**src/rtl/ilk_pkg.sv**
```systemverilog
package ilk_pkg;

   typedef enum logic [1:0] {
      OP_RD  = 2'b00,
      OP_WR  = 2'b01,
      OP_SET = 2'b10,
      OP_PRB = 2'b11
   } ilk_op_e;

   function automatic logic op_is_rmw(input ilk_op_e op);
      return op == OP_SET;
   endfunction

   function automatic logic op_writes(input ilk_op_e op);
      return (op == OP_WR) || (op == OP_SET);
   endfunction

endpackage

```
**src/rtl/ilk_seq.sv**
```systemverilog
module ilk_seq #(
   parameter int RD_CYC  = 4,
   parameter int RMW_CYC = 8
) (
   input  logic clk,
   input  logic rst_n,
   input  logic start,
   input  logic is_rmw,
   output logic busy,
   output logic fetch,
   output logic finish
);
   localparam int CNT_W = $clog2(RMW_CYC);

   logic [CNT_W-1:0] cnt_q;
   logic             busy_q;
   logic             first_q;

   always_ff @(posedge clk) begin
      if (!rst_n) begin
         cnt_q   <= '0;
         busy_q  <= 1'b0;
         first_q <= 1'b0;
      end else begin
         first_q <= start;
         if (start) begin
            busy_q <= 1'b1;
            cnt_q  <= is_rmw ? CNT_W'(RMW_CYC - 1) : CNT_W'(RD_CYC - 1);
         end else if (busy_q) begin
            if (cnt_q == '0) busy_q <= 1'b0;
            else             cnt_q  <= cnt_q - 1'b1;
         end
      end
   end

   assign busy   = busy_q;
   assign fetch  = first_q;
   assign finish = busy_q && (cnt_q == '0);
endmodule

```
**src/rtl/ilk_store.sv**
```systemverilog
module ilk_store #(
   parameter int DATA_W         = 32,
   parameter int ADDR_W         = 6,
   parameter bit CLEAR_ON_RESET = 1'b1
) (
   input  logic                clk,
   input  logic                rst_n,
   input  logic [ADDR_W-1:0]   addr,
   input  logic                we,
   input  logic [DATA_W/8-1:0] wbe,
   input  logic [DATA_W-1:0]   wdata,
   output logic [DATA_W-1:0]   rdata
);
   localparam int LANES = DATA_W / 8;
   localparam int DEPTH = 1 << ADDR_W;

   for (genvar l = 0; l < LANES; l++) begin : g_lane
      logic [7:0] mem [DEPTH];

      if (CLEAR_ON_RESET) begin : g_clr
         always_ff @(posedge clk) begin
            if (!rst_n) begin
               for (int w = 0; w < DEPTH; w++) mem[w] <= 8'h00;
            end else if (we && wbe[l]) begin
               mem[addr] <= wdata[l*8 +: 8];
            end
         end
      end else begin : g_noclr
         always_ff @(posedge clk) begin
            if (we && wbe[l]) mem[addr] <= wdata[l*8 +: 8];
         end
      end

      assign rdata[l*8 +: 8] = mem[addr];
   end
endmodule

```
**src/rtl/ilk_merge.sv**
```systemverilog
module ilk_merge #(
   parameter int DATA_W = 32
) (
   input  logic [DATA_W-1:0]              old_word,
   input  logic [$clog2(DATA_W/8)-1:0]    lane,
   input  logic [2:0]                     bitn,
   output logic [DATA_W-1:0]              new_word,
   output logic                           prior
);
   localparam int POS_W = $clog2(DATA_W);

   logic [POS_W-1:0]  pos;
   logic [DATA_W-1:0] mask;

   always_comb begin
      pos      = {lane, bitn};
      mask     = '0;
      mask[pos] = 1'b1;
      new_word = old_word | mask;
      prior    = old_word[pos];
   end
endmodule

```
**src/rtl/ilk_bank.sv**
```systemverilog
module ilk_bank #(
   parameter int DATA_W  = 32,
   parameter int ADDR_W  = 6,
   parameter int RD_CYC  = 4,
   parameter int RMW_CYC = 8
) (
   input  logic                          clk,
   input  logic                          rst_n,
   input  logic                          req_valid,
   output logic                          req_ready,
   input  logic [1:0]                    req_op,
   input  logic [ADDR_W-1:0]             req_addr,
   input  logic [$clog2(DATA_W/8)-1:0]   req_lane,
   input  logic [2:0]                    req_bit,
   input  logic [DATA_W-1:0]             req_wdata,
   input  logic [DATA_W/8-1:0]           req_be,
   output logic                          rsp_done,
   output logic [DATA_W-1:0]             rsp_rdata,
   output logic                          rsp_flag
);
   import ilk_pkg::*;

   localparam int LANES  = DATA_W / 8;
   localparam int LANE_W = $clog2(LANES);

   if ((DATA_W % 8) != 0 || DATA_W < 16 || (1 << $clog2(DATA_W)) != DATA_W) begin : g_bad_width
      $error("ilk_bank: DATA_W must be a power of two of at least 16");
   end
   if (RD_CYC < 2) begin : g_bad_rd
      $error("ilk_bank: RD_CYC must be at least 2");
   end
   if (RMW_CYC <= RD_CYC) begin : g_bad_rmw
      $error("ilk_bank: RMW_CYC must exceed RD_CYC");
   end
   if (ADDR_W < 1 || ADDR_W > 10) begin : g_bad_addr
      $error("ilk_bank: ADDR_W out of range");
   end

   ilk_op_e              op_q;
   logic [ADDR_W-1:0]    addr_q;
   logic [LANE_W-1:0]    lane_q;
   logic [2:0]           bit_q;
   logic [DATA_W-1:0]    wdata_q;
   logic [LANES-1:0]     be_q;
   logic [DATA_W-1:0]    hold_q;

   logic                 busy, fetch, finish, start;
   logic [DATA_W-1:0]    st_rdata, st_wdata, merged;
   logic [LANES-1:0]     st_wbe;
   logic                 st_we, prior;
   ilk_op_e              in_op;

   assign in_op     = ilk_op_e'(req_op);
   assign req_ready = !busy;
   assign start     = req_valid && !busy;

   ilk_seq #(.RD_CYC(RD_CYC), .RMW_CYC(RMW_CYC)) u_seq (
      .clk    (clk),
      .rst_n  (rst_n),
      .start  (start),
      .is_rmw (op_is_rmw(in_op)),
      .busy   (busy),
      .fetch  (fetch),
      .finish (finish)
   );

   always_ff @(posedge clk) begin
      if (!rst_n) begin
         op_q    <= OP_RD;
         addr_q  <= '0;
         lane_q  <= '0;
         bit_q   <= '0;
         wdata_q <= '0;
         be_q    <= '0;
         hold_q  <= '0;
      end else begin
         if (start) begin
            op_q    <= in_op;
            addr_q  <= req_addr;
            lane_q  <= req_lane;
            bit_q   <= req_bit;
            wdata_q <= req_wdata;
            be_q    <= req_be;
         end
         if (fetch) hold_q <= st_rdata;
      end
   end

   ilk_merge #(.DATA_W(DATA_W)) u_merge (
      .old_word (hold_q),
      .lane     (lane_q),
      .bitn     (bit_q),
      .new_word (merged),
      .prior    (prior)
   );

   always_comb begin
      st_we    = finish && op_writes(op_q);
      st_wbe   = op_is_rmw(op_q) ? '1 : be_q;
      st_wdata = op_is_rmw(op_q) ? merged : wdata_q;
   end

   ilk_store #(.DATA_W(DATA_W), .ADDR_W(ADDR_W), .CLEAR_ON_RESET(1'b1)) u_store (
      .clk   (clk),
      .rst_n (rst_n),
      .addr  (addr_q),
      .we    (st_we),
      .wbe   (st_wbe),
      .wdata (st_wdata),
      .rdata (st_rdata)
   );

   always_ff @(posedge clk) begin
      if (!rst_n) begin
         rsp_done  <= 1'b0;
         rsp_rdata <= '0;
         rsp_flag  <= 1'b0;
      end else begin
         rsp_done  <= finish;
         rsp_rdata <= (finish && op_q != OP_WR) ? hold_q : '0;
         rsp_flag  <= finish && op_is_rmw(op_q) && prior;
      end
   end
endmodule

```
**config.mk**
```make
export PLATFORM = sky130hd
export DESIGN_NAME = ilk_bank
export DESIGN_NICKNAME = d
export VERILOG_FILES = /design/src/rtl/ilk_pkg.sv /design/src/rtl/ilk_seq.sv /design/src/rtl/ilk_store.sv /design/src/rtl/ilk_merge.sv /design/src/rtl/ilk_bank.sv
export SDC_FILE = /design/constraint.sdc
export NUM_CORES = 2
export LEC_CHECK = 0
export ABC_AREA = 1
export CORE_ASPECT_RATIO = 1.25
export CORE_MARGIN = 5
export CORE_UTILIZATION = 44
export DETAILED_ROUTE_END_ITERATION = 8
export GPL_ROUTABILITY_DRIVEN = 0
export HOLD_SLACK_MARGIN = 0.06
export PLACE_DENSITY = 0.65
export REMOVE_ABC_BUFFERS = 1
export SYNTH_ARGS = -nofsm -noshare
export SYNTH_HDL_FRONTEND = slang
export SYNTH_SLANG_ARGS = --single-unit
```
**constraint.sdc**
```tcl
create_clock -name clk -period 4.7 [get_ports clk]
set_input_delay 1.41 -clock clk [delete_from_list [all_inputs] [get_ports clk]]
set_output_delay 1.41 -clock clk [all_outputs]
set_load 0.02 [all_outputs]
```
# Word-level counts from Yosys, hierarchy flattened
# Memory sizes are Yosys's and may differ from the RTL's. A register that Yosys moved wholly into a read port is not among the register bits.
# Index checks and enable logic that the tools add are counted.
[classes]
add_sub_neg = 1
multipliers = 0
n_div = 0
n_lt_le_gt_ge = 2
eq_ne = 5
n_shift = 0
mux = 38
n_bitwise = 1
n_reduce_logical = 25
[ops]
columns = ["operator", "count"]
rows = [
  ["$mux 32", 1],
  ["$mux 8", 4],
  ["$or 32x32->32", 1],
  ["$reduce_or 8->1", 4],
  ["$mux 6", 4],
  ["$mux 1", 22],
  ["$mux 3", 4],
  ["$logic_and 1x1->1", 11],
  ["$lt 5x6->1 const B", 1],
  ["$bmux 1 s5", 1],
  ["$demux 1 s5", 1],
  ["$ge 5x1->1 const B", 1],
  ["$logic_not 1->1", 5],
  ["$eq 2x2->1 const B", 2],
  ["$mux 4", 1],
  ["$ne 2x1->1 const B", 2],
  ["$reduce_and 2->1", 2],
  ["$logic_not 3->1", 1],
  ["$sub 3x1->3 const B", 1],
  ["$eq 2x1->1 const B", 1],
  ["$reduce_bool 2->1", 1],
  ["$logic_or 1x1->1", 1],
]
[totals]
reg_bits = 88
latchBits = 0
ram_bits = 2048
mem_bits_ro = 0
inputBits = 52
out_inout_bits = 35
word_cells = 88
memories = 4
[memory_table]
columns = ["name", "words", "word_bits", "rd", "rd_clocked_by_memory_dff", "write_ports", "line_no", "rtl"]
rows = [
  ["u_store.g_lane[0].mem", 64, 8, 1, 1, 64, "ilk_store.sv:18", "logic [7:0] mem [DEPTH];"],
  ["u_store.g_lane[1].mem", 64, 8, 1, 1, 64, "ilk_store.sv:18", ""],
  ["u_store.g_lane[2].mem", 64, 8, 1, 1, 64, "ilk_store.sv:18", ""],
  ["u_store.g_lane[3].mem", 64, 8, 1, 1, 64, "ilk_store.sv:18", ""],
]

# Longest topological paths before layout
[depth]
ltp_word = 9
depth_mapped = 17
ltp_nobuf = 13

# Modules after synthesis
# Synthesis repeated with hierarchy kept, for this count alone.
[hier_totals]
hier_cells = 12108
area_unflattened_um2 = 101808.9
[by_module_without_submodules]
columns = ["module", "instances", "cells_per_inst", "area_each_um2", "seq_area_each_um2"]
rows = [
  ["ilk_store", 1, 11243, 96207.3, 61499.0],
  ["ilk_bank", 1, 680, 4638.2, 2302.2],
  ["ilk_merge", 1, 148, 691.9, 0.0],
  ["ilk_seq", 1, 37, 271.5, 100.1],
]

# Worst setup path before layout
# Ideal clock, no wire load.
[synth_path]
kind = "input to register"
startpoint = "in rst_n"
endpoint = "mem u_store.g_lane[0].mem[13][0], enable pin"
setup_time_ns = 0.329
arrival_time_ns = 2.709
t_required_ns = 4.371
slack_ns = 1.662
cell_stages = 7
n_path_buf = 1
cell_sequence = "inv_2 nor3_2 nand2_1 nor2_2 buf_2 nand2_1 nand2_1"
[synth_lines]
columns = ["element", "line_no", "rtl"]
rows = [
  ["start, declared", "ilk_bank.sv:8", "input logic rst_n,"],
  ["end, declared", "ilk_store.sv:18", ""],
]

==> results_dict.tcl <==
set metrics [dict create \
    status "finished, final reports clean" \
    cts_tree "built" \
    p_sw_share_pct 26.9 \
    hold_path_end "u_seq.cnt_q[1]$_SDFFE_PN0P_" \
    slew_headroom_pct 16.3 \
    grt_pass1_wl_mm 464 \
    min_path_type "reg -> reg" \
    worst_r2r_endpoint "u_store.g_lane[3].mem[63][0]$_SDFFCE_PN0P_" \
    drt-initial-drc-count 9273 \
    vias 79300 \
    setup-violations-final 0 \
    cp_data_required_time_ns 5.23 \
    grt_pass1_vias 76300 \
    power_uw 44700 \
    power.internal_uw 32700 \
    worstSetupEndpointType "flop" \
    post_cts_buffers 0 \
    drt_first_pass_iters 7 \
    area_growth_pct 11.6 \
    cts-root-buf "clkbuf_16" \
    synth_seq_area_share_pct 63.3 \
    critPathLaunchType "flop" \
    die_h_microns 545 \
    final-hold-violation-count 0 \
    power.switching_uw 12000 \
    drt_wl_total_mm 316 \
    grt_overflow 0 \
    wl_per_cell_microns 21.1 \
    rsz0062_at_grt "false" \
    clock_sinks 2168 \
    dpl.hpwl_mm 205 \
    postRouteAntennaNets 0 \
    synth_area_leaders "edfxtp_1 61%, nand2_1 23%, nor2_1 8.6%, dfxtp_1 2.4%, clkbuf_1 2.1%" \
    portBuffers 86 \
    critPathLaunch "addr_q[1]$_SDFFE_PN0P_" \
    ctsHoldBuffers 0 \
    drive_gt1_share_pct 5.29 \
    layout_commonest_cell "nand2_1" \
    synth_seq_cells 2168 \
    r2r-start "addr_q[1]$_SDFFE_PN0P_" \
    synth_cells 11900 \
    synth_top_area_share_pct 60.9 \
    row_count 196 \
    p_clk_share_pct 38.6 \
    dieArea_sq_mm 0.239 \
    period_needed_ns 3.75 \
    insertion_delay_ns 0.88 \
    drv_cap 0 \
    min_path_cells 2 \
    drc 0 \
    most-common-layout-cells "6,258 x nand2_1, 2,314 x nor2_1, 2,048 x edfxtp_1, 216 x clkbuf_16, 174 x buf_4" \
    combPwrFrac_pct 12.2 \
    htreeDepth 4 \
    hp-start "u_seq.cnt_q[1]$_SDFFE_PN0P_" \
    viasPerCell 5.30 \
    yosys_warnings 0 \
    fmaxAchievable_mhz 267 \
    slew_viol_final 0 \
    power_leakage_uw 0.0477 \
    start_util_pct 44.2 \
    power.density_mw_per_mm2 397 \
    track_usage_pct 25.8 \
    fin_tns_setup_ns 0 \
    peakVddDrop_uv 276 \
    clockBufferDepth 3 \
    cts_made_buffers 213 \
    crit_type "reg -> reg" \
    grt_antenna_before_repair 29 \
    cts_resized 0 \
    worstMarginPinSlew_ns 1.25 \
    fin_cells 15000 \
    skew_ns 0.0565 \
    final.period_utilization_pct 79.8 \
    crit_fanout 15 \
    core_sq_mm 0.228 \
    ios 87 \
    nets 11700 \
    dieWidth_microns 438 \
    seq_power_share_pct 49.2 \
    ff2ff_path_depth 7 \
    ys_types 27 \
    avgSynthCellArea_sq_um 8.50 \
    yosysTopAreaCell "edfxtp_1" \
    dpl.cell_count 14500 \
    fillCellCount 21200 \
    netlist_area_sq_mm 0.101 \
    clkSlewWorstSetupHoldPaths_ns 0.06 \
    grt_max_degree 207 \
    r2r_slack_ns 0.95 \
    crit_arrival_ns 4.28 \
]
[sequential cells by signal (all words and copies together), names as in the netlist]
register            cells
u_seq.cnt_q             3
u_seq.fetch             1
be_q                    4
lane_q                  2
rsp_flag                1
bit_q                   3
u_store.g_lane.mem   2048
u_seq.busy              1
rsp_rdata              32
wdata_q                32
addr_q                  6
hold_q                 32
rsp_done                1
op_q                    2
[layout make-up]
cell class                      count  area (sq um)  share of cell area (%)
Timing Repair Buffer              306          3090                    2.75
Tap cell                         3069          3840                    3.41
Clock buffer                      265          5740                    5.09
Inverter                          140           548                   0.486
Sequential cell                  2168         63900                    56.7
Clock inverter                    136          1330                    1.18
Antenna cell                       19          47.5                  0.0422
Multi-Input combinational cell   8857         34200                    30.3
[Yosys cell counts]
cell	count
ha_1	4
nand3_1	66
clkinv_1	1
o22ai_1	15
nand2_1	6259
nor3_1	16
nor2_2	4
nor2_1	2317
nor3_2	1
a211oi_1	1
a31oi_1	1
xor2_1	1
buf_4	3
o21ai_1	25
inv_2	17
dfxtp_1	120
inv_1	122
buf_1	27
a21oi_1	54
nand2_2	3
nand3b_1	1
or2_2	3
clkbuf_1	560
o21ai_0	76
o211ai_1	10
buf_2	112
edfxtp_1	2048
[worst max-delay path by stage]
stage | to | depth (start not counted) | slack [ns]
floorplan | u_store.g_lane[0].mem[0][0]$_SDFFCE_PN0P_ | 5 | -56.87
global placement | u_store.g_lane[3].mem[33][5]$_SDFFCE_PN0P_ | 8 | 0.54
detailed placement | u_store.g_lane[3].mem[9][5]$_SDFFCE_PN0P_ | 8 | 0.37
CTS | u_store.g_lane[3].mem[63][5]$_SDFFCE_PN0P_ | 7 | 1.07
global route | u_store.g_lane[0].mem[15][2]$_SDFFCE_PN0P_ | 7 | 0.92
finish | u_store.g_lane[3].mem[63][0]$_SDFFCE_PN0P_ | 7 | 0.95
[critical path, cell delays in order (launching register included)]
cell,delay [ns]
dfxtp_4,0.54
nand2_1,0.52
inv_2,0.30
nand2_1,0.24
nor2_1,0.82
buf_4,0.37
nand2_1,0.23
nand2_1,0.34
[logic make-up after synthesis]
group                    Yosys count  share of synthesized area [%]
AO/OA/AOI/OAI                    182                          0.950
XOR/XNOR                           1                        0.00868
adder cells (fa/ha/maj)            4                         0.0496
buffers and inverters            842                           3.28
flip-flops                      2168                           63.3
AND/OR/NAND/NOR                 8670                           32.4
[per-layer routing]
metal / track usage (%) / routed length, microns / vias up
met3: 5.39 / 32100 / 891
met4: 17.0 / 23600 / 2
met2: 42.0 / 147000 / 3976
li1: - / - / 37200
met5: 0 / 13 / -
met1: 31.0 / 113000 / 37300
[through the flow]
| step | setup WS (ns) | hold slack, ns | instance area (sq um) | utilization, % |
|---|---|---|---|---|
| after floorplan | -56.87 | 0.439 | 98100 | - |
| after global placement | 0.537 | 0.449 | 106000 | 46.2 |
| after detailed placement | 0.375 | 0.461 | 106000 | 46.2 |
| after CTS | 1.07 | 0.469 | 113000 | 49.3 |
| after global routing | 0.919 | 0.487 | 113000 | 49.3 |
| final | 0.950 | 0.474 | 113000 | 49.3 |
[power groups by stage]
stage | combinational [uW] | clock, uW | sequential [uW]
6_report | 5460 | 17300 | 22000
2_1_floorplan | 3280 | 0 | 22500
5_1_grt | 5850 | 18200 | 22000
4_1_cts | 5390 | 17400 | 22000
3_3_place_gp | 5350 | 0 | 22400
3_5_place_dp | 5370 | 0 | 22400
(Power assumes the default switching activity.)
